==> src/rtl/pgc_pkg.sv <==
package pgc_pkg;
  typedef enum logic [1:0] {ST_IDLE, ST_SCAN, ST_DONE} scan_st_e;

  function automatic logic [31:0] pct_of(input logic [31:0] total, input int unsigned pct);
    return (total * pct) / 32'd100;
  endfunction
endpackage

==> src/rtl/pgc_frame_table.sv <==
module pgc_frame_table #(
  parameter int N_FR = 64,
  localparam int IW = $clog2(N_FR)
) (
  input  logic          clk_i,
  input  logic          rst_ni,
  input  logic          take_i,
  input  logic          ref_set_i,
  input  logic [IW-1:0] ref_idx_i,
  input  logic          probe_i,
  input  logic [IW-1:0] probe_idx_i,
  output logic          any_free_o,
  output logic [IW-1:0] first_free_o,
  output logic [IW:0]   free_cnt_o,
  output logic          cold_o
);
  logic [N_FR-1:0] used_q, used_d, ref_q, ref_d;
  logic [IW:0]     n_used;
  logic            probe_hot, probe_used;

  always_comb begin
    any_free_o   = 1'b0;
    first_free_o = '0;
    for (int i = N_FR - 1; i >= 0; i--) begin
      if (!used_q[i]) begin
        any_free_o   = 1'b1;
        first_free_o = IW'(i);
      end
    end
  end

  always_comb begin
    n_used = '0;
    for (int i = 0; i < N_FR; i++) n_used = n_used + {{IW{1'b0}}, used_q[i]};
    free_cnt_o = (IW+1)'(N_FR) - n_used;
  end

  // same-cycle reference counts as a hit
  assign probe_used = used_q[probe_idx_i];
  assign probe_hot  = ref_q[probe_idx_i] | (ref_set_i && (ref_idx_i == probe_idx_i));
  assign cold_o     = probe_i && probe_used && !probe_hot;

  always_comb begin
    used_d = used_q;
    ref_d  = ref_q;
    if (probe_i && probe_used) ref_d[probe_idx_i] = 1'b0;
    if (cold_o) used_d[probe_idx_i] = 1'b0;
    if (ref_set_i && used_q[ref_idx_i]) ref_d[ref_idx_i] = 1'b1;
    if (take_i && any_free_o) begin
      used_d[first_free_o] = 1'b1;
      ref_d[first_free_o]  = 1'b1;
    end
  end

  always_ff @(posedge clk_i or negedge rst_ni) begin
    if (!rst_ni) begin
      used_q <= '0;
      ref_q  <= '0;
    end else begin
      used_q <= used_d;
      ref_q  <= ref_d;
    end
  end
endmodule

==> src/rtl/pgc_scan_engine.sv <==
module pgc_scan_engine #(
  parameter int N_FR = 64,
  localparam int IW = $clog2(N_FR)
) (
  input  logic          clk_i,
  input  logic          rst_ni,
  input  logic          start_i,
  input  logic          target_met_i,
  input  logic          cold_i,
  output logic          idle_o,
  output logic          probe_o,
  output logic [IW-1:0] probe_idx_o,
  output logic          done_o,
  output logic          ok_o,
  output logic          more_o
);
  import pgc_pkg::*;

  scan_st_e    st_q;
  logic [IW-1:0] ptr_q, seen_q;
  logic [IW:0]   cur_q, prev_q;
  logic          last_exam;

  assign idle_o      = (st_q == ST_IDLE);
  assign probe_o     = (st_q == ST_SCAN) && !target_met_i;
  assign probe_idx_o = ptr_q;
  assign last_exam   = (seen_q == IW'(N_FR - 1));
  assign done_o      = (st_q == ST_DONE);
  assign ok_o        = target_met_i;
  assign more_o      = cur_q > prev_q;

  always_ff @(posedge clk_i or negedge rst_ni) begin
    if (!rst_ni) begin
      st_q   <= ST_IDLE;
      ptr_q  <= '0;
      seen_q <= '0;
      cur_q  <= '0;
      prev_q <= '0;
    end else begin
      unique case (st_q)
        ST_IDLE: if (start_i) begin
          st_q   <= ST_SCAN;
          seen_q <= '0;
          cur_q  <= '0;
        end
        ST_SCAN: begin
          if (target_met_i) st_q <= ST_DONE;
          else begin
            if (cold_i) cur_q <= cur_q + 1'b1;
            ptr_q  <= (ptr_q == IW'(N_FR - 1)) ? '0 : ptr_q + 1'b1;
            seen_q <= seen_q + 1'b1;
            if (last_exam) st_q <= ST_DONE;
          end
        end
        ST_DONE: begin
          prev_q <= cur_q;
          st_q   <= ST_IDLE;
        end
        default: st_q <= ST_IDLE;
      endcase
    end
  end
endmodule

==> src/rtl/pgc_backoff.sv <==
module pgc_backoff #(
  parameter int THW       = 8,
  parameter int THR_INIT  = 32,
  parameter int THR_STEP  = 8,
  parameter int THR_MAX   = 64,
  parameter int INTV_BASE = 8,
  parameter int INTV_MAX  = 64,
  localparam int CW = $clog2(INTV_MAX + 1) + 1
) (
  input  logic           clk_i,
  input  logic           rst_ni,
  input  logic           done_i,
  input  logic           ok_i,
  input  logic           more_i,
  output logic [THW-1:0] thr_o,
  output logic           backoff_o,
  output logic           ready_o,
  output logic           thrash_o
);
  logic [THW-1:0] thr_q;
  logic [THW:0]   thr_up;
  logic [CW-1:0]  intv_q, timer_q;
  logic [CW:0]    intv_dbl;

  assign thr_up   = {1'b0, thr_q} + (THW+1)'(THR_STEP);
  assign intv_dbl = {intv_q, 1'b0};
  assign thr_o    = thr_q;
  assign ready_o  = timer_q >= intv_q;
  assign thrash_o = done_i && !ok_i;

  always_ff @(posedge clk_i or negedge rst_ni) begin
    if (!rst_ni) begin
      thr_q     <= THW'(THR_INIT);
      intv_q    <= CW'(INTV_BASE);
      timer_q   <= '0;
      backoff_o <= 1'b0;
    end else begin
      if (done_i) timer_q <= '0;
      else if (timer_q < CW'(INTV_MAX)) timer_q <= timer_q + 1'b1;
      if (done_i && !ok_i) begin
        backoff_o <= 1'b1;
        thr_q     <= (thr_up > (THW+1)'(THR_MAX)) ? THW'(THR_MAX) : thr_up[THW-1:0];
        intv_q    <= (intv_dbl > (CW+1)'(INTV_MAX)) ? CW'(INTV_MAX) : intv_dbl[CW-1:0];
      end else if (done_i) begin
        backoff_o <= 1'b0;
        intv_q    <= CW'(INTV_BASE);
        if (more_i)
          thr_q <= (thr_q < THW'(THR_INIT + THR_STEP)) ? THW'(THR_INIT) : thr_q - THW'(THR_STEP);
      end
    end
  end
endmodule

==> src/rtl/pgc_repl_ctrl.sv <==
module pgc_repl_ctrl #(
  parameter int N_FR      = 64,
  parameter int TW        = 16,
  parameter int THW       = 8,
  parameter int THR_INIT  = 32,
  parameter int THR_STEP  = 8,
  parameter int THR_MAX   = 64,
  parameter int INTV_BASE = 8,
  parameter int INTV_MAX  = 64,
  localparam int IW = $clog2(N_FR)
) (
  input  logic           clk_i,
  input  logic           rst_ni,
  input  logic [TW-1:0]  total_pages_i,
  input  logic           alloc_req_i,
  input  logic           reloc_req_i,
  input  logic           ref_set_i,
  input  logic [IW-1:0]  ref_idx_i,
  output logic           alloc_vld_o,
  output logic           alloc_repl_o,
  output logic [IW-1:0]  alloc_idx_o,
  output logic           reloc_vld_o,
  output logic           reloc_ok_o,
  output logic [IW-1:0]  reloc_idx_o,
  output logic           evict_o,
  output logic [IW-1:0]  evict_idx_o,
  output logic [THW-1:0] threshold_o,
  output logic           thrash_o
);
  import pgc_pkg::*;

  logic          any_free, cold, probe, idle, done, ok, more, backoff, ready;
  logic [IW-1:0] first_free, probe_idx;
  logic [IW:0]   free_cnt;
  logic [31:0]   wm_lo, wm_hi;
  logic          below_lo, target_met, repl_ok, reloc_go, take;

  assign wm_lo      = pct_of(32'(total_pages_i), 5);
  assign wm_hi      = pct_of(32'(total_pages_i), 7);
  assign below_lo   = 32'(free_cnt) < wm_lo;
  assign target_met = 32'(free_cnt) >= wm_hi;

  assign repl_ok  = any_free && !backoff;
  assign reloc_go = reloc_req_i && !alloc_req_i && any_free && (threshold_o < THW'(THR_MAX));
  assign take     = (alloc_req_i && repl_ok) || reloc_go;

  pgc_frame_table #(.N_FR(N_FR)) u_tab (
    .clk_i, .rst_ni, .take_i(take), .ref_set_i, .ref_idx_i,
    .probe_i(probe), .probe_idx_i(probe_idx),
    .any_free_o(any_free), .first_free_o(first_free),
    .free_cnt_o(free_cnt), .cold_o(cold)
  );

  pgc_scan_engine #(.N_FR(N_FR)) u_scan (
    .clk_i, .rst_ni, .start_i(idle && below_lo && ready),
    .target_met_i(target_met), .cold_i(cold), .idle_o(idle),
    .probe_o(probe), .probe_idx_o(probe_idx),
    .done_o(done), .ok_o(ok), .more_o(more)
  );

  pgc_backoff #(
    .THW(THW), .THR_INIT(THR_INIT), .THR_STEP(THR_STEP), .THR_MAX(THR_MAX),
    .INTV_BASE(INTV_BASE), .INTV_MAX(INTV_MAX)
  ) u_bo (
    .clk_i, .rst_ni, .done_i(done), .ok_i(ok), .more_i(more),
    .thr_o(threshold_o), .backoff_o(backoff), .ready_o(ready), .thrash_o(thrash_o)
  );

  assign evict_o     = cold;
  assign evict_idx_o = probe_idx;

  always_ff @(posedge clk_i or negedge rst_ni) begin
    if (!rst_ni) begin
      alloc_vld_o  <= 1'b0;
      alloc_repl_o <= 1'b0;
      alloc_idx_o  <= '0;
      reloc_vld_o  <= 1'b0;
      reloc_ok_o   <= 1'b0;
      reloc_idx_o  <= '0;
    end else begin
      alloc_vld_o  <= alloc_req_i;
      alloc_repl_o <= alloc_req_i && repl_ok;
      if (alloc_req_i) alloc_idx_o <= first_free;
      reloc_vld_o  <= reloc_req_i;
      reloc_ok_o   <= reloc_go;
      if (reloc_go) reloc_idx_o <= first_free;
    end
  end
endmodule

==> config.mk <==
export PLATFORM = sky130hd
export DESIGN_NAME = pgc_repl_ctrl
export DESIGN_NICKNAME = d
export VERILOG_FILES = /design/src/rtl/pgc_pkg.sv /design/src/rtl/pgc_frame_table.sv /design/src/rtl/pgc_scan_engine.sv /design/src/rtl/pgc_backoff.sv /design/src/rtl/pgc_repl_ctrl.sv
export SDC_FILE = /design/constraint.sdc
export NUM_CORES = 1
export LEC_CHECK = 0
export BUFFER_PORTS_ARGS = -buffer_cell sky130_fd_sc_hd__buf_2
export CAP_MARGIN = 20
export CELL_PAD_IN_SITES_DETAIL_PLACEMENT = 2
export CELL_PAD_IN_SITES_GLOBAL_PLACEMENT = 2
export CORE_MARGIN = 2
export CORE_UTILIZATION = 44
export CTS_BUF_LIST = sky130_fd_sc_hd__clkbuf_4 sky130_fd_sc_hd__clkbuf_8
export DETAILED_ROUTE_END_ITERATION = 7
export HOLD_SLACK_MARGIN = 0.05
export PLACE_DENSITY = 0.91
export SYNTH_ARGS = -nofsm -noshare
export SYNTH_HDL_FRONTEND = slang
export SYNTH_HIERARCHICAL = 1
export SYNTH_SLANG_ARGS = --single-unit
==> constraint.sdc <==
create_clock -name clk_i -period 25.5 [get_ports clk_i]
set_input_delay 2.55 -clock clk_i [delete_from_list [all_inputs] [get_ports clk_i]]
set_output_delay 2.55 -clock clk_i [all_outputs]
set_load 0.02 [all_outputs]
==> impl_metrics.csv <==
group,metric,value,unit
timing,finalCriticalPeriod,20.81,ns
timing,drv_slew,0,
cts,cts_num_sinks,191,
yosys,synth_warnings,6,
detailed_routing,post_drt_wl_per_cell,31.70,µm
cts,postCtsSetupRepairBufs,0,
floorplan,die_h,233.8,µm
cts,hold_buffers,0,
grt,gr-total-overflow,0,
timing,finalSetupTns,0,ns
timing,rsz0062_at_grt,"false",
detailed_routing,drc,0,
final_layout,area_delta_synth_final,4.518,%
yosys,ys.flop_type,"dfrtp_1",
grt,grt_pass1_wl,169.2,mm
setup_path,start_kind,"primary input",
timing,setup_violations,0,
floorplan,dieArea,54660,µm²
final_layout,ff_latch_area,4785,µm²
setup_path,worst-path-max-fanout,11,
timing,period_share,81.61,%
flow_run,drv_cap,0,
yosys,ys_seq_elements,191,
grt,grt_usage,39.90,%
setup_path,worstPathBufferInverterCount,3,
yosys,yosysSeqAreaShare,20.58,%
setup_path,crit_required,22.95,ns
floorplan,rows,84,
status,status,"finished, final reports clean",
detailed_routing,vias_per_cell,7.360,
cts,clk_latency,0.52,ns
setup_path,critical-path-slowest-cell,"nor4_2",
cts,clock-root-buffer,"clkbuf_8",
final_layout,fillCellCount,5814,
floorplan,die_w,233.8,µm
cts,ctsHtreeMaxLevel,4,
worst_hold_path,hold_class,"reg -> reg",
yosys,avgSynthCellArea,8.236,µm²
setup_path,path_delay_family,"compound AO/OA/AOI/OAI gates",
final_layout,instances_no_fill,3483,
timing,relSlewSlack,14.41,%
yosys,synth_edf_count,0,
placement,port_buffers,55,
setup_path,cp.arrival,18.26,ns
cts,cts_tree,"done",
yosys,syn_area,23230,µm²
detailed_routing,antenna_left,0,
setup_path,path_class,"in -> out",
detailed_routing,vias,25630,
final_layout,drive_gt1_share,10.59,%
cts,cts_resized,0,
placement,dp.cells,3446,
yosys,synthCells,2821,
floorplan,initial_core_util,44.39,%
detailed_routing,routed_wl,110.4,mm
final_layout,final_cell_mix,"nand2_1 (246), o21ai_0 (221), inv_1 (200)",
timing,fmax,48.05,MHz
floorplan,num_io_pins,59,
timing,hold_viol,0,
timing,final.setup.worst_slack,4.689,ns
cts,cts_buffers,17,
placement,place_hpwl,80.37,mm
grt,grt_max_degree,120,
floorplan,core-area,52340,µm²
timing,worst_clock_skew,0.02661,ns
detailed_routing,dr.pass1.iters,8,
cts,clockBufferDepth,2,
cts,clk_pin_slew_worst_paths,0.10,ns
final_layout,layout_commonest_cell,"nand2_1",
grt,first_global_vias,27420,
yosys,ys_types,142,
timing,worst_pin_slew,1.274,ns
setup_path,end_kind,"primary output",
yosys,async_reset_ff_share,100.0,%
setup_path,cpPeakStageDelay,0.84,ns
final_layout,fin_nets,3017,
placement,place_congestion,0.9744,
placement,place_ws,5.214,ns
final_layout,multi_input_area,16990,µm²
grt,antenna_found_initial,2,
detailed_routing,drtIter0Drc,2505,
==> per-layer routing <==
metal / GRT usage [%] / routed length (µm) / up-vias
met5: 1.161 / 89 / -
met4: 20.85 / 6276 / 2
met3: 8.949 / 9295 / 474
met2: 64.98 / 51480 / 1403
met1: 49.28 / 43280 / 13120
li1: - / - / 10630
==> stage by stage <==
stage | util (%) | hold slack, ns | instance area, µm²
2_1_floorplan | - | 0.4446 | 23240
3_3_place_gp | 45.55 | 0.4625 | 23840
3_5_place_dp | 45.56 | 0.4984 | 23840
4_1_cts | 46.31 | 0.5225 | 24240
5_1_grt | 46.39 | 0.5314 | 24280
6_report | 46.40 | 0.5242 | 24280
==> area by class of cell <==
class | count | area share [%]
inverter | 206 | 3.184
sequential | 191 | 19.70
multi-input combinational | 2285 | 69.97
clock buffer | 21 | 1.087
clock inverter | 11 | 0.5461
tap | 688 | 3.545
antenna | 1 | 0.01030
timing repair buffer | 80 | 1.953
==> cell families (layout without fill, tap and decap cells) <==
| kind of cell | Yosys count | in the layout | share of synthesized area, % |
|---|---|---|---|
| fa+ha+maj | 215 | 215 | 13.77 |
| simple gates | 922 | 922 | 20.63 |
| other cells | 1 | 4 | 0.01614 |
| compound gates | 980 | 980 | 30.60 |
| mux | 90 | 90 | 5.089 |
| buf+inv | 347 | 318 | 6.419 |
| xor+xnor | 75 | 75 | 2.892 |
| flops | 191 | 191 | 20.58 |
==> synthesized netlist by cell type (all sizes together) (16+ instances only) <==
| cell type | count | area share (%) |
|---|---|---|
| a2111oi | 20 | 0.99 |
| a211o | 24 | 0.90 |
| a211oi | 48 | 1.7 |
| a21o | 34 | 1.1 |
| a21oi | 125 | 2.7 |
| a221oi | 25 | 1.1 |
| a22oi | 16 | 0.54 |
| a31oi | 41 | 1.2 |
| and2 | 31 | 0.86 |
| and3 | 24 | 0.65 |
| buf | 69 | 1.9 |
| clkbuf | 72 | 1.2 |
| dfrtp | 189 | 20 |
| fa | 70 | 6.0 |
| ha | 139 | 7.5 |
| inv | 204 | 3.3 |
| mux2 | 36 | 1.8 |
| mux2i | 36 | 1.6 |
| mux4 | 18 | 1.8 |
| nand2 | 246 | 4.0 |
| nand2b | 29 | 0.78 |
| nand3 | 111 | 2.4 |
| nand4 | 56 | 1.5 |
| nor2 | 150 | 2.4 |
| nor2b | 24 | 0.65 |
| nor3 | 96 | 2.2 |
| nor4 | 25 | 0.76 |
| o2111ai | 20 | 0.81 |
| o211ai | 89 | 2.9 |
| o21a | 26 | 0.85 |
| o21ai | 246 | 5.5 |
| o221ai | 28 | 1.1 |
| o22ai | 30 | 0.83 |
| o31ai | 39 | 1.4 |
| or2 | 27 | 0.73 |
| or3 | 27 | 0.77 |
| xnor2 | 50 | 1.9 |
| xor2 | 25 | 0.97 |
==> sequential cells by signal (all words and copies together), names as in the netlist, 2 cells and up <==
name,flops
u_bo/thr_o,5
alloc_idx_o,6
u_tab/ref_q,64
u_tab/used_q,64
u_bo/intv_q,5
u_scan/probe_idx_o,6
u_scan/seen_q,6
reloc_idx_o,6
u_bo/timer_q,8
u_scan/st_q,2
u_scan/cur_q,7
u_scan/prev_q,7
==> final timing paths <==
check / startpoint / end / slack (ns) / cells after the start
setup / recovery: total_pages_i[1] / evict_o / 4.69 / 53
hold / removal: u_scan/prev_q[5] / u_scan/prev_q[5] / 0.52 / 1
setup reg to reg: u_tab/used_q[1] / u_tab/ref_q[33] / 14.24 / 34
hold reg to reg: u_scan/prev_q[5] / u_scan/prev_q[5] / 0.52 / 1
max in group asynchronous: rst_ni / u_scan/cur_q[4] / 21.65 / 2
min in group asynchronous: rst_ni / u_tab/used_q[7] / 2.17 / 1
Power is not shown: default switching activity piles up to over one toggle a cycle in this logic, so the estimate is an artifact.
